**config.mk**
```make
export PLATFORM = sky130hd
export DESIGN_NAME = seqdiv_unit
export DESIGN_NICKNAME = d
export VERILOG_FILES = /design/src/rtl/seqdiv_pkg.sv /design/src/rtl/seqdiv_operand_prep.sv /design/src/rtl/seqdiv_datapath.sv /design/src/rtl/seqdiv_ctrl.sv /design/src/rtl/seqdiv_result_fix.sv /design/src/rtl/seqdiv_unit.sv
export SDC_FILE = /design/constraint.sdc
export NUM_CORES = 1
export LEC_CHECK = 0
export CORE_ASPECT_RATIO = 0.7
export CORE_MARGIN = 3
export CORE_UTILIZATION = 50
export DETAILED_ROUTE_END_ITERATION = 10
export GPL_ROUTABILITY_DRIVEN = 1
export PLACE_DENSITY = 0.73
export SLEW_MARGIN = 10
export SYNTH_ARGS = -nofsm -noshare
export SYNTH_HDL_FRONTEND = slang
export SYNTH_SLANG_ARGS = --single-unit
```
**constraint.sdc**
```tcl
create_clock -name clk -period 4.8 [get_ports clk]
set_input_delay 1.2 -clock clk [delete_from_list [all_inputs] [get_ports clk]]
set_output_delay 1.2 -clock clk [all_outputs]
set_load 0.05 [all_outputs]
```
**src/rtl/seqdiv_pkg.sv**
```systemverilog
package seqdiv_pkg;
   typedef enum logic [1:0] {
      DIV_IDLE = 2'd0,
      DIV_STEP = 2'd1,
      DIV_FIX  = 2'd2
   } div_state_e;
endpackage

```
**src/rtl/seqdiv_operand_prep.sv**
```systemverilog
module seqdiv_operand_prep #(
   parameter int W         = 32,
   parameter bit SIGNED_EN = 1'b1
) (
   input  logic         signed_mode,
   input  logic [W-1:0] dividend,
   input  logic [W-1:0] divisor,
   output logic [W-1:0] dvd_mag,
   output logic [W-1:0] dvs_mag,
   output logic         q_negate,
   output logic         r_negate,
   output logic         dvs_is_zero
);
   assign dvs_is_zero = (divisor == '0);

   generate
      if (SIGNED_EN) begin : g_signed
         logic dvd_neg, dvs_neg;
         assign dvd_neg  = signed_mode & dividend[W-1];
         assign dvs_neg  = signed_mode & divisor[W-1];
         assign dvd_mag  = dvd_neg ? (~dividend + W'(1)) : dividend;
         assign dvs_mag  = dvs_neg ? (~divisor + W'(1)) : divisor;
         assign q_negate = dvd_neg ^ dvs_neg;
         assign r_negate = dvd_neg;
      end else begin : g_unsigned
         logic unused_mode;
         assign unused_mode = signed_mode;
         assign dvd_mag  = dividend;
         assign dvs_mag  = divisor;
         assign q_negate = 1'b0;
         assign r_negate = 1'b0;
      end
   endgenerate
endmodule

```
**src/rtl/seqdiv_datapath.sv**
```systemverilog
module seqdiv_datapath #(
   parameter int W = 32
) (
   input  logic         clk,
   input  logic         rst_n,
   input  logic         load,
   input  logic         step,
   input  logic [W-1:0] dvd_mag,
   input  logic [W-1:0] dvs_mag,
   output logic [W-1:0] work_hi,
   output logic [W-1:0] work_lo
);
   logic [W-1:0] hi_q, lo_q, dvs_q;
   logic [W:0]   shifted_hi;
   logic [W:0]   trial;
   logic         fits;

   // shift left by one, then trial-subtract the fixed divisor from the upper half
   assign shifted_hi = {hi_q, lo_q[W-1]};
   assign trial      = shifted_hi - {1'b0, dvs_q};
   assign fits       = ~trial[W];

   always_ff @(posedge clk or negedge rst_n) begin
      if (!rst_n) begin
         hi_q  <= '0;
         lo_q  <= '0;
         dvs_q <= '0;
      end else if (load) begin
         hi_q  <= '0;
         lo_q  <= dvd_mag;
         dvs_q <= dvs_mag;
      end else if (step) begin
         // keep the difference, or restore the shifted value
         hi_q <= fits ? trial[W-1:0] : shifted_hi[W-1:0];
         lo_q <= {lo_q[W-2:0], fits};
      end
   end

   assign work_hi = hi_q;
   assign work_lo = lo_q;
endmodule

```
**src/rtl/seqdiv_ctrl.sv**
```systemverilog
module seqdiv_ctrl
   import seqdiv_pkg::*;
#(
   parameter int W = 32
) (
   input  logic clk,
   input  logic rst_n,
   input  logic start,
   output logic busy,
   output logic load,
   output logic step,
   output logic fix,
   output logic done
);
   localparam int CNT_W = $clog2(W);
   localparam logic [CNT_W-1:0] LAST_STEP = CNT_W'(W - 1);

   div_state_e       state_q, state_d;
   logic [CNT_W-1:0] cnt_q;

   assign busy = (state_q != DIV_IDLE);
   assign load = (state_q == DIV_IDLE) && start;
   assign step = (state_q == DIV_STEP);
   assign fix  = (state_q == DIV_FIX);

   always_comb begin
      state_d = state_q;
      case (state_q)
         DIV_IDLE: if (start) state_d = DIV_STEP;
         DIV_STEP: if (cnt_q == LAST_STEP) state_d = DIV_FIX;
         DIV_FIX:  state_d = DIV_IDLE;
         default:  state_d = DIV_IDLE;
      endcase
   end

   always_ff @(posedge clk or negedge rst_n) begin
      if (!rst_n) begin
         state_q <= DIV_IDLE;
         cnt_q   <= '0;
         done    <= 1'b0;
      end else begin
         state_q <= state_d;
         done    <= fix;
         if (load)      cnt_q <= '0;
         else if (step) cnt_q <= cnt_q + CNT_W'(1);
      end
   end
endmodule

```
**src/rtl/seqdiv_result_fix.sv**
```systemverilog
module seqdiv_result_fix #(
   parameter int W = 32
) (
   input  logic [W-1:0] work_hi,
   input  logic [W-1:0] work_lo,
   input  logic         q_negate,
   input  logic         r_negate,
   input  logic         dvs_is_zero,
   output logic [W-1:0] quo_fixed,
   output logic [W-1:0] rem_fixed
);
   always_comb begin
      if (dvs_is_zero)   quo_fixed = '1;
      else if (q_negate) quo_fixed = ~work_lo + W'(1);
      else               quo_fixed = work_lo;
      rem_fixed = r_negate ? (~work_hi + W'(1)) : work_hi;
   end
endmodule

```
**src/rtl/seqdiv_unit.sv**
```systemverilog
module seqdiv_unit #(
   parameter int W         = 32,
   parameter bit SIGNED_EN = 1'b1
) (
   input  logic         clk,
   input  logic         rst_n,
   input  logic         start,
   input  logic         signed_mode,
   input  logic [W-1:0] dividend,
   input  logic [W-1:0] divisor,
   output logic         busy,
   output logic         done,
   output logic [W-1:0] quotient,
   output logic [W-1:0] remainder
);
   generate
      if (W < 4) begin : g_width_chk
         $error("seqdiv_unit: W must be at least 4");
      end
   endgenerate

   logic         load, step, fix;
   logic [W-1:0] dvd_mag, dvs_mag, work_hi, work_lo, quo_fixed, rem_fixed;
   logic         q_neg_in, r_neg_in, zero_in;
   logic         q_neg_q, r_neg_q, zero_q;

   seqdiv_ctrl #(.W(W)) u_ctrl (
      .clk(clk), .rst_n(rst_n), .start(start),
      .busy(busy), .load(load), .step(step), .fix(fix), .done(done)
   );

   seqdiv_operand_prep #(.W(W), .SIGNED_EN(SIGNED_EN)) u_prep (
      .signed_mode(signed_mode), .dividend(dividend), .divisor(divisor),
      .dvd_mag(dvd_mag), .dvs_mag(dvs_mag),
      .q_negate(q_neg_in), .r_negate(r_neg_in), .dvs_is_zero(zero_in)
   );

   seqdiv_datapath #(.W(W)) u_dp (
      .clk(clk), .rst_n(rst_n), .load(load), .step(step),
      .dvd_mag(dvd_mag), .dvs_mag(dvs_mag),
      .work_hi(work_hi), .work_lo(work_lo)
   );

   seqdiv_result_fix #(.W(W)) u_fix (
      .work_hi(work_hi), .work_lo(work_lo),
      .q_negate(q_neg_q), .r_negate(r_neg_q), .dvs_is_zero(zero_q),
      .quo_fixed(quo_fixed), .rem_fixed(rem_fixed)
   );

   always_ff @(posedge clk or negedge rst_n) begin
      if (!rst_n) begin
         q_neg_q   <= 1'b0;
         r_neg_q   <= 1'b0;
         zero_q    <= 1'b0;
         quotient  <= '0;
         remainder <= '0;
      end else begin
         if (load) begin
            q_neg_q <= q_neg_in;
            r_neg_q <= r_neg_in;
            zero_q  <= zero_in;
         end
         if (fix) begin
            quotient  <= quo_fixed;
            remainder <= rem_fixed;
         end
      end
   end
endmodule

```
==> results of run 1 <==
==> routing by layer <==
metal  up-vias  global-route usage, %
met1      4555                   40.6
met3        13                   5.50
met4         0                   4.79
met5         -                      0
li1       4665                      -
met2       349                   33.4
==> cells by family (layout without fill, tap and decap cells) <==
family | Yosys count | count (layout) | share of synthesized area (%)
AO/OA/AOI/OAI | 405 | 405 | 22.7
AND/OR/NAND/NOR | 362 | 362 | 15.5
flip-flops | 171 | 171 | 39.6
XOR/XNOR | 146 | 146 | 11.8
buffers and inverters | 119 | 233 | 4.16
adder cells (fa/ha/maj) | 39 | 39 | 4.58
multiplexers | 18 | 18 | 1.67
==> critical path, stage by stage (launching register included) <==
cell and delay, ps:
sky130_fd_sc_hd__dfrtp_1 480, sky130_fd_sc_hd__inv_1 160, sky130_fd_sc_hd__fa_1 470, sky130_fd_sc_hd__nor2b_1 150
sky130_fd_sc_hd__o31ai_1 140, sky130_fd_sc_hd__a31o_2 270, sky130_fd_sc_hd__a21oi_1 300, sky130_fd_sc_hd__nor4b_1 350
sky130_fd_sc_hd__or3_1 300, sky130_fd_sc_hd__nand2_1 300, sky130_fd_sc_hd__or4_1 560, sky130_fd_sc_hd__nand3_1 90
==> per-stage QoR <==
stage	utilization [%]	instances	area (um2)	setup WS, ps
6_report	61.9	1650	13000	1160
4_1_cts	61.9	1650	13000	1190
3_5_place_dp	59.0	1618	12400	759
5_1_grt	61.9	1650	13000	769
2_1_floorplan	-	1260	10800	1490
3_3_place_gp	59.0	1618	12400	803
==> layout by cell type (no fill, tap or decap), types with 4 or more instances in the layout <==
cell type                         Yosys  final
sky130_fd_sc_hd__mux2i_1             18     18
sky130_fd_sc_hd__nand4_1              4      4
sky130_fd_sc_hd__nand2b_1             7      6
sky130_fd_sc_hd__nand3_1             20     20
sky130_fd_sc_hd__inv_6                0      4
sky130_fd_sc_hd__buf_4                0     14
sky130_fd_sc_hd__clkbuf_16            0     17
sky130_fd_sc_hd__ha_1                38     38
sky130_fd_sc_hd__a21oi_1             88     88
sky130_fd_sc_hd__o31ai_1             26     26
sky130_fd_sc_hd__inv_8                0      5
sky130_fd_sc_hd__and3_1               5      5
sky130_fd_sc_hd__inv_1               54     54
sky130_fd_sc_hd__or3_1               14     14
sky130_fd_sc_hd__clkdlybuf4s50_1      0    132
sky130_fd_sc_hd__nor3_1              12     12
sky130_fd_sc_hd__o41ai_1             17     17
sky130_fd_sc_hd__nor2b_1              9      8
sky130_fd_sc_hd__o21bai_1             4      4
sky130_fd_sc_hd__xor2_1              86     86
sky130_fd_sc_hd__and2_1               8      8
sky130_fd_sc_hd__a32oi_1              6      6
sky130_fd_sc_hd__a31oi_1             12     12
sky130_fd_sc_hd__dfrtp_1            171    171
sky130_fd_sc_hd__a21o_1              15     15
sky130_fd_sc_hd__or4_1               14     14
sky130_fd_sc_hd__clkinv_8             0      4
sky130_fd_sc_hd__o21ai_0            170    170
sky130_fd_sc_hd__xnor2_1             60     60
sky130_fd_sc_hd__a22oi_1             28     28
sky130_fd_sc_hd__o21ai_1              7      7
sky130_fd_sc_hd__nor4_1               9      9
sky130_fd_sc_hd__nor2_1              74     73
sky130_fd_sc_hd__o21a_1               5      5
sky130_fd_sc_hd__nand2_1            168    167
==> report_power, final <==
part / leakage [nW] / total [mW] / internal (mW) / switching [mW]
registers: 2.05 / 2.71 / 1.99 / 0.721
clock network: 0.297 / 1.41 / 0.712 / 0.700
logic: 3.18 / 5.32 / 2.17 / 3.15
==> worst paths after layout <==
check	endpoint	cells past startpoint	from
setup / recovery	u_dp.work_hi[29]	11	u_dp.work_hi[0]
hold / removal	remainder[12]	2	remainder[12]
setup reg to reg	u_dp.work_hi[29]	11	u_dp.work_hi[0]
hold reg to reg	remainder[12]	2	remainder[12]
max in group asynchronous	u_dp.work_lo[20]	2	rst_n
min in group asynchronous	remainder[13]	1	rst_n
==> sequential cells by signal, indices dropped and copies added, names as in the netlist <==
name            count
u_ctrl.cnt_q        5
remainder          32
q_neg_q             1
u_dp.work_lo       32
u_dp.dvs_q         32
u_ctrl.done         1
zero_q              1
quotient           32
r_neg_q             1
u_dp.work_hi       32
u_ctrl.state_q      2
==> layout make-up <==
cell class,count,share of cell area (%)
well taps,276,2.66
flip-flops and latches,171,33.0
clock inverters,15,1.40
inverters,54,1.56
clock buffers,17,3.28
multi-input cells,970,47.1
repair buffers,147,11.1
==> summary.md, run 1 <==
| Metric | Value |
|---|---|
| Worst-margin pin slew | `1090 ps` |
| Number of antenna violations at the first check in global routing | `0` |
| # setup viols final | `0` |
| Most numerous cell types in the synthesized netlist | `sky130_fd_sc_hd__dfrtp_1 (171), sky130_fd_sc_hd__o21ai_0 (170), sky130_fd_sc_hd__nand2_1 (168), sky130_fd_sc_hd__a21oi_1 (88), sky130_fd_sc_hd__xor2_1 (86)` |
| Number of enable-type register cells in the synthesized netlist | `0` |
| Number of nets in the layout | `1468` |
| Signal arrival time at the worst endpoint | `4010 ps` |
| Crit Path Class | `reg -> reg` |
| Fin Clk Skew | `12.0 ps` |
| Half-perimeter wire length after placement | `21500 um` |
| Number of buffers added by the clock tree synthesis step | `17` |
| Met3 wire length | `2580 um` |
| Overall track demand over capacity in global routing | `24.9%` |
| Number of antenna-violating nets in the routed design | `0` |
| Share of the synthesized area in the top cell type | `39.6%` |
| Nature of the critical path startpoint | `flop` |
| Maximum count of clock buffers along a single path | `2` |
| Top FF cell, synth | `sky130_fd_sc_hd__dfrtp_1` |
| Slew HR | `27.3%` |
| Synthesized area per cell | `8.59 um2` |
| Power density of the placed cells | `727 nW/um2` |
| Area contributors post-synth | `sky130_fd_sc_hd__dfrtp_1 (40%), sky130_fd_sc_hd__o21ai_0 (7.9%), sky130_fd_sc_hd__xor2_1 (7.0%)` |
| CTS clk-pin slew, worst paths | `80 ps` |
| Core Region | `21000 um2` |
| Nature of the critical path endpoint | `flop` |
| Synthesis Warnings | `0` |
| Highest Signal Layer | `met4` |
| Routed metal-1 wirelength | `14800 um` |
| RD Place Congestion | `0.951` |
| Peak supply drop | `0.000408 V` |
| Largest net degree at the start of global routing | `91` |
| Buffers added on ports | `133` |
| CTS root buf | `sky130_fd_sc_hd__clkbuf_16` |
| Num Clock Sinks | `171` |
| Final count of pins violating max slew | `0` |
| Number of storage elements in the synthesis netlist | `171` |
| Combined area of all synthesized cells | `10800 um2` |
| Gates resized, CTS repair | `0` |
| Fmax | `0.275 GHz` |
| Number of global-route vias before repair | `8834` |
| Static Leakage | `5.53 nW` |
| First-pass iteration count of the detailed router | `5` |
| Via count | `9582` |
| Insertion delay of the later-clocked pin in the worst-skew pair | `440 ps` |
| Routed wire length on met2 | `11400 um` |
| Area taken by multi-input logic gates | `6110 um2` |
| Area leader, netlist | `sky130_fd_sc_hd__dfrtp_1` |
| I/O pins | `134` |
| Sequential fraction of the synthesis area | `39.6%` |
| Outcome | `finished, final reports clean` |
| Minimum clock period after layout | `3640 ps` |
| Library cells used by synthesis | `60` |
| Area of the die | `23500 um2` |
| Fraction of final layout cells sized beyond drive strength 1 | `4.80%` |
| Number of diodes added for antenna fixing | `0` |
| Initial core utilization | `51.6%` |
| DIE WIDTH | `182 um` |
| Register-to-register setup slack | `1160 ps` |
| Final total power | `9.44 mW` |
| Die span in y | `129 um` |
| WL/cell | `17.6 um` |
| Net count after synthesis | `1367` |
| Routed wire length | `29000 um` |
| Per-cell via count in the routed design | `5.81` |
| Postcts setup bufs | `0` |
| Number of DRC markers after the initial detailed-route iteration | `690` |
| First-pass GRT wire length | `47300 um` |
| Share of the clock period used by the worst path | `75.8%` |
| Most frequent cell after synthesis | `sky130_fd_sc_hd__dfrtp_1` |
| Maximum capacitance violations | `0` |
| Number of fillers in the final layout | `1851` |
| Post-route worst hold slack | `479 ps` |
| CTS tree | `built` |
| Area taken by flip-flops and latches | `4280 um2` |
| # rows | `44` |
| Area Overhead vs Synth | `20.0%` |
| Class of the most critical hold timing path | `reg -> reg` |
| TNS Setup | `0 ps` |
| Required time reported for the critical path endpoint | `5170 ps` |
| Htree depth | `4` |
| Overflow after GRT | `0` |
| Fraction of registers with async set or reset after synthesis | `100%` |
| Critical-path maximum fanout | `13` |
| RSZ-0062 raised after global routing | `false` |
| Count of endpoints failing hold in the final timing report | `0` |
| Total DRC errors in the routed layout | `0` |
| Post-Syn Instances | `1260` |
| Hold buffer count at CTS | `0` |
No activity file was read; power rests on OpenSTA's default activity.
==> run 2, diff against run 1 <==
--- a/config.mk
+++ b/config.mk
@@ -10,7 +10,7 @@
 export CORE_UTILIZATION = 50
 export DETAILED_ROUTE_END_ITERATION = 10
 export GPL_ROUTABILITY_DRIVEN = 1
-export PLACE_DENSITY = 0.73
+export PLACE_DENSITY = 0.76
 export SLEW_MARGIN = 10
 export SYNTH_ARGS = -nofsm -noshare
 export SYNTH_HDL_FRONTEND = slang
==> constraint.sdc (replaced) <==
create_clock -name clk -period 3 [get_ports clk]
set_input_delay 0.75 -clock clk [delete_from_list [all_inputs] [get_ports clk]]
set_output_delay 0.75 -clock clk [all_outputs]
set_load 0.05 [all_outputs]
==> run 2 against run 1 <==
Against the previous run: critical path type unchanged; worst setup slack worse by 1200 ps; the run now ends with negative setup slack left; sequential share of layout area down 3.2 points; clock skew up 1.3 ps; global-route usage up 1.7 points; non-clock buffer count up 143.
==> summary.md, run 2 (synthesis gave the netlist of run 1 again) <==
| Metric | Value |
|---|---|
| Via count | `10300 (+7.4%)` |
| CTS root buf | `sky130_fd_sc_hd__clkbuf_16` |
| Half-perimeter wire length after placement | `23600 um (+9.7%)` |
| Minimum clock period after layout | `3050 ps (-590 ps)` |
| Htree depth | `4 (unchanged)` |
| # setup viols final | `4 (+4)` |
| RSZ-0062 raised after global routing | `true` |
| Util after Layout | `68.5% (+6.6 points)` |
| RD Place Congestion | `0.971 (+2.1%)` |
| Nature of the critical path startpoint | `flop` |
| Critical-path maximum fanout | `3 (-10)` |
| First-pass iteration count of the detailed router | `6 (+1)` |
| # rows | `44 (unchanged)` |
| Number of buffers added by the clock tree synthesis step | `17 (unchanged)` |
| Number of global-route vias before repair | `9421 (+6.6%)` |
| Die span in y | `129 um (unchanged)` |
| Maximum count of clock buffers along a single path | `2 (unchanged)` |
| Hold buffer count at CTS | `0 (unchanged)` |
| Highest-count cells in the layout ignoring fill and taps | `sky130_fd_sc_hd__dfrtp_1 (169), sky130_fd_sc_hd__nand2_1 (166), sky130_fd_sc_hd__o21ai_0 (164)` |
| Core Region | `21000 um2 (unchanged)` |
| First-pass GRT wire length | `50200 um (+6.1%)` |
| Num Clock Sinks | `171 (unchanged)` |
| Post-route worst hold slack | `257 ps (-222 ps)` |
| Overflow after GRT | `0 (unchanged)` |
| Crit Path Class | `reg -> reg` |
| Fraction of final layout cells sized beyond drive strength 1 | `16.7% (+12 points)` |
| I/O pins | `134 (unchanged)` |
| DIE WIDTH | `182 um (unchanged)` |
| Initial core utilization | `51.6% (unchanged)` |
| Total DRC errors in the routed layout | `0 (unchanged)` |
| Number of nets in the layout | `1611 (+9.7%)` |
| Met2 Resource Use GR | `36.7% (+3.3 points)` |
| Most common cell after layout, fill and taps aside | `sky130_fd_sc_hd__dfrtp_1` |
| Largest net degree at the start of global routing | `73 (-20%)` |
| Per-cell via count in the routed design | `5.74 (-1.2%)` |
| Worst setup margin | `-45.8 ps (-1210 ps)` |
| Number of antenna violations at the first check in global routing | `0 (unchanged)` |
| Area of the die | `23500 um2 (unchanged)` |
| CTS clk-pin slew, worst paths | `80 ps (about the same)` |
| Fin Clk Skew | `13.2 ps (+1.28 ps)` |
| Power density of the placed cells | `1200 nW/um2 (+65%)` |
| Number of antenna-violating nets in the routed design | `0 (unchanged)` |
| Share of the clock period used by the worst path | `102% (+26 points)` |
| Final count of pins violating max slew | `0 (unchanged)` |
| Overall track demand over capacity in global routing | `26.6% (+1.7 points)` |
| Fmax | `0.328 GHz (+19%)` |
| Maximum capacitance violations | `0 (unchanged)` |
| WL/cell | `17.6 um (about the same)` |
| Grt met1 use | `42.4% (+1.8 points)` |
| Nature of the critical path endpoint | `flop` |
| Number of diodes added for antenna fixing | `0 (unchanged)` |
| Insertion delay of the later-clocked pin in the worst-skew pair | `440 ps (about the same)` |
| Class of the most critical hold timing path | `in -> async` |
| Outcome | `finished, violations left` |
| Static Leakage | `6.29 nW (+14%)` |
| Peak supply drop | `0.000739 V (+81%)` |
| Area Overhead vs Synth | `32.9%` |
| Routed wire length | `31500 um (+8.8%)` |
| Violated checks | `negative setup slack` |
| Peak-usage layer in the global routing report | `met1` |
| Slew HR | `33.8% (+6.5 points)` |
| Signal arrival time at the worst endpoint | `3370 ps (-640 ps)` |
| Worst-margin pin slew | `993 ps (-96.7 ps)` |
| Count of endpoints failing hold in the final timing report | `0 (unchanged)` |
| CTS tree | `built` |
| Required time reported for the critical path endpoint | `3330 ps (-1840 ps)` |
| Met3 usage | `6.26% (+0.76 points)` |
| Number of DRC markers after the initial detailed-route iteration | `891 (+29%)` |
| Buffers added on ports | `133 (unchanged)` |
run 2: cell types whose count changed in the layout (fill, tap and decap cells not counted), sizes merged:
cell | before | now
buf | 15 | 158
inv | 64 | 60
clkinv | 5 | 8
bufinv | 0 | 1
run 2: worst paths after layout:
| kind | cells after the start | from | slack [ps] | to |
|---|---|---|---|---|
| setup / recovery | 9 | u_dp.work_lo[10] | -50 | quotient[26] |
| hold / removal | 1 | rst_n | 260 | remainder[10] |
| setup reg to reg | 9 | u_dp.work_lo[10] | -50 | quotient[26] |
| hold reg to reg | 2 | remainder[10] | 480 | remainder[10] |
| max in group asynchronous | 2 | rst_n | 1980 | quotient[4] |
| min in group clk | 2 | remainder[10] | 480 | remainder[10] |
run 2: stage by stage:
step                      total power [mW]  worst slack (ps)  cells  setup TNS [ps]  instance area (um2)
after floorplan                       10.4              6.80   1260               0                10800
after global placement                13.9              -281   1759           -4760                13500
after detailed placement              14.1              -371   1759           -6320                13500
after CTS                             16.6             -66.9   1793            -213                14200
after global routing                  18.5              -143   1793            -577                14400
final                                 17.3             -45.8   1793            -126                14400
run 2: layer usage:
metal | vias up | routed length (um)
li1 | 4955 | -
met1 | 4849 | 15400
met2 | 463 | 12800
met3 | 24 | 3160
met4 | 0 | 240
met5 | - | 0
run 2: area by class of cell:
class | instances | area [um2]
clock buffer | 17 | 425
clock inverter | 15 | 183
fill | 1656 | 6600
inverter | 54 | 203
multi-input combinational | 970 | 6380
sequential | 171 | 4280
tap | 276 | 345
timing repair buffer | 290 | 2550
run 2: worst max-delay path, cell delays in order (launching register included):
cell and delay (ps):
sky130_fd_sc_hd__dfrtp_1 380, sky130_fd_sc_hd__or4_4 560, sky130_fd_sc_hd__or3_4 370, sky130_fd_sc_hd__or4_4 510
sky130_fd_sc_hd__or2_4 250, sky130_fd_sc_hd__or3_4 360, sky130_fd_sc_hd__o21ai_2 150, sky130_fd_sc_hd__xnor2_1 80
sky130_fd_sc_hd__o21ai_0 190, sky130_fd_sc_hd__nand2_1 70
run 2: repair_timing:
action | CTS | global route
setup buffers | 2 | 0
cloned | 0 | 0
endpoints found under the setup margin | 28 | 57
resized for setup | 16 | 41
hold endpoints to repair | 0 | 0
pin swaps | 13 | 17
run 2: power breakdown:
| part | switching (mW) | total [mW] | leakage, nW | internal (mW) |
|---|---|---|---|---|
| sequential | 0.893 | 4.08 | 2.05 | 3.18 |
| combinational | 6.03 | 10.9 | 3.94 | 4.89 |
| clock | 1.07 | 2.27 | 0.297 | 1.20 |
==> run 3, diff against run 2 <==
--- a/config.mk
+++ b/config.mk
@@ -5,12 +5,14 @@
 export SDC_FILE = /design/constraint.sdc
 export NUM_CORES = 1
 export LEC_CHECK = 0
+export CELL_PAD_IN_SITES_DETAIL_PLACEMENT = 0
+export CELL_PAD_IN_SITES_GLOBAL_PLACEMENT = 1
 export CORE_ASPECT_RATIO = 0.7
-export CORE_MARGIN = 3
-export CORE_UTILIZATION = 50
+export CORE_MARGIN = 10
+export CORE_UTILIZATION = 39
 export DETAILED_ROUTE_END_ITERATION = 10
 export GPL_ROUTABILITY_DRIVEN = 1
-export PLACE_DENSITY = 0.76
+export PLACE_DENSITY = 0.78
 export SLEW_MARGIN = 10
 export SYNTH_ARGS = -nofsm -noshare
 export SYNTH_HDL_FRONTEND = slang
==> run 3 against run 2 <==
Against the previous run: the run still ends with negative setup slack left; maximum frequency hardly changed; core utilization is 15 points lower; clock-buffer cell count is 3 higher; global-route usage is 7.8 points lower; non-clock buffer count is 1 lower; sequential power is 1% higher; worst hold slack better by 43 ps; wire length is 6.7% higher; combinational power hardly changed; total power is 0.12% higher; critical path type unchanged; largest cell class unchanged.
==> summary.md, run 3 (synthesis gave the netlist of run 1 again) <==
| Metric | Value |
|---|---|
| Outcome | `finished, violations left` |
| Violated checks | `negative setup slack` |
| Initial core utilization | `40.0% (-12 points)` |
| CTS clk-pin slew, worst paths | `70 ps (about the same)` |
| Overflow after GRT | `0 (unchanged)` |
| Placement Setup Slack | `-433 ps (-61.5 ps)` |
| Largest net degree at the start of global routing | `73 (unchanged)` |
| Delay of the slowest cell on the worst path | `530 ps (-30 ps)` |
| Fraction of final layout cells sized beyond drive strength 1 | `17.3% (+0.62 points)` |
| Buffers added on ports | `133 (unchanged)` |
| Count of endpoints failing hold in the final timing report | `0 (unchanged)` |
| Nature of the critical path endpoint | `flop` |
| Maximum count of clock buffers along a single path | `2 (unchanged)` |
| Final total power | `17.3 mW (+0.12%)` |
| Critical path, cell by cell | `or4_4, or3_4, or4_4, or2_1, or3_4, o31ai_4, xnor2_2, o21ai_1, nand2_1` |
| Signal arrival time at the worst endpoint | `3360 ps (about the same)` |
| Top Family by Delay on Critical Path | `simple AND/OR/NAND/NOR gates` |
| RD Place Congestion | `0.926 (-4.6%)` |
| RSZ-0062 raised after global routing | `true` |
| Area of the die | `34900 um2 (+49%)` |
| Power density of the placed cells | `1190 nW/um2 (-1.0%)` |
| Htree depth | `4 (unchanged)` |
| Number of diodes added for antenna fixing | `0 (unchanged)` |
| Crit Path Class | `reg -> reg` |
| # rows | `50 (+14%)` |
| First-pass iteration count of the detailed router | `7 (+1)` |
| Maximum capacitance violations | `0 (unchanged)` |
| Minimum clock period after layout | `3040 ps (-1.19 ps)` |
| Worst setup margin | `-44.6 ps (+1.19 ps)` |
| Hold buffer count at CTS | `0 (unchanged)` |
| DIE WIDTH | `219 um (+20%)` |
| Final std cells w/o fill | `1879 (+4.8%)` |
| Crit path max-delay cell type | `sky130_fd_sc_hd__or4_4` |
| Number of antenna violations at the first check in global routing | `0 (unchanged)` |
| Share of the clock period used by the worst path | `101% (about the same)` |
| Required time reported for the critical path endpoint | `3320 ps (about the same)` |
| Number of global-route vias before repair | `9375 (-0.49%)` |
| Static Leakage | `6.29 nW (about the same)` |
| CTS root buf | `sky130_fd_sc_hd__clkbuf_16` |
| Placed cell count | `1843 (+4.8%)` |
| Total DRC errors in the routed layout | `0 (unchanged)` |
| Fin Clk Skew | `12.6 ps (-0.608 ps)` |
| Half-perimeter wire length after placement | `25800 um (+9.4%)` |
| Via count | `9967 (-3.1%)` |
| Most common cell after layout, fill and taps aside | `sky130_fd_sc_hd__dfrtp_1` |
| Per-cell via count in the routed design | `5.30 (-7.6%)` |
| Core Region | `27000 um2 (+29%)` |
| CTS tree | `built` |
| Critical-path maximum fanout | `4 (+1)` |
| Slew HR | `29.1% (-4.7 points)` |
| Number of antenna-violating nets in the routed design | `0 (unchanged)` |
| Number of DRC markers after the initial detailed-route iteration | `947 (+6.3%)` |
| I/O pins | `134 (unchanged)` |
| Class of the most critical hold timing path | `in -> async` |
| # setup viols final | `3 (-1)` |
| Routed wire length | `33600 um (+6.7%)` |
| Area Overhead vs Synth | `34.3%` |
| Number of buffers added by the clock tree synthesis step | `17 (unchanged)` |
| Peak supply drop | `0.000559 V (-24%)` |
| Final count of pins violating max slew | `0 (unchanged)` |
| Nature of the critical path startpoint | `flop` |
| Highest-count cells in the layout ignoring fill and taps | `sky130_fd_sc_hd__dfrtp_1 (168), sky130_fd_sc_hd__nand2_1 (166), sky130_fd_sc_hd__o21ai_0 (161)` |
| Worst-margin pin slew | `1060 ps (+70.1 ps)` |
| First-pass GRT wire length | `52900 um (+5.4%)` |
| WL/cell | `17.9 um (+1.8%)` |
| Number of buffer and inverter instances along the worst setup path | `0 (unchanged)` |
| Number of nets in the layout | `1610 (-0.062%)` |
| Overall track demand over capacity in global routing | `18.8% (-7.8 points)` |
| Fmax | `0.328 GHz (about the same)` |
| Num Clock Sinks | `171 (unchanged)` |
| Insertion delay of the later-clocked pin in the worst-skew pair | `440 ps (about the same)` |
| Die span in y | `159 um (+23%)` |
## run 3: changes by cell type in the layout (fill, tap and decap cells not counted), moves of 3 or more
cell / before / now
sky130_fd_sc_hd__xnor2_2: 0 / 3
sky130_fd_sc_hd__clkinv_4: 5 / 1
sky130_fd_sc_hd__buf_4: 153 / 150
sky130_fd_sc_hd__o21ai_0: 164 / 161
sky130_fd_sc_hd__clkinvlp_4: 0 / 4
sky130_fd_sc_hd__clkinv_8: 3 / 0
sky130_fd_sc_hd__clkbuf_8: 0 / 3
sky130_fd_sc_hd__xnor2_1: 60 / 57
sky130_fd_sc_hd__a21oi_1: 81 / 84
## run 3: per-layer routing
layer  vias to the layer above  wire length (um)  track usage, %
met1                      4748             17800            29.7
met2                       242             13400            24.8
li1                       4953                 -               -
met5                         -                 0               0
met3                        24              2160            4.25
met4                         0               315            3.88
## run 3: what timing repair did
action	in CTS	in global routing
cloned	0	1
pin swaps	11	20
resized for setup	24	49
endpoints found under the setup margin	42	57
buffers inserted	3	1
## run 3: per-stage QoR
stage	setup TNS (ps)	hold WS (ps)	area [um2]	util (%)
after floorplan	0	449	10800	-
after global placement	-7010	461	13600	50.2
after detailed placement	-9970	469	13600	50.2
after CTS	-104	310	14300	52.8
after global routing	-831	334	14500	53.8
final	-95.0	300	14500	53.8
## run 3: worst paths after layout
path / slack [ps] / cells past startpoint / endpoint / from
min in group clk: 480 / 2 / remainder[4] / remainder[4]
worst min register to register: 480 / 2 / remainder[4] / remainder[4]
worst min-delay path: 300 / 1 / quotient[22] / rst_n
worst max-delay path: -40 / 9 / quotient[31] / u_dp.work_lo[11]
max in group asynchronous: 1890 / 2 / remainder[26] / rst_n
worst max register to register: -40 / 9 / quotient[31] / u_dp.work_lo[11]
## run 3: where the power goes
part | internal [mW] | total [mW] | switching [mW]
combinational | 4.94 | 10.9 | 6.00
sequential | 3.19 | 4.13 | 0.939
clock | 1.22 | 2.22 | 1.00
## run 3: layout make-up
cell class	instances	area (um2)
Fill cell	2564	12500
Multi-Input combinational cell	970	6460
Sequential cell	171	4280
Timing Repair Buffer	289	2550
Clock buffer	20	467
Tap cell	364	455
Inverter	54	203
Clock inverter	11	111
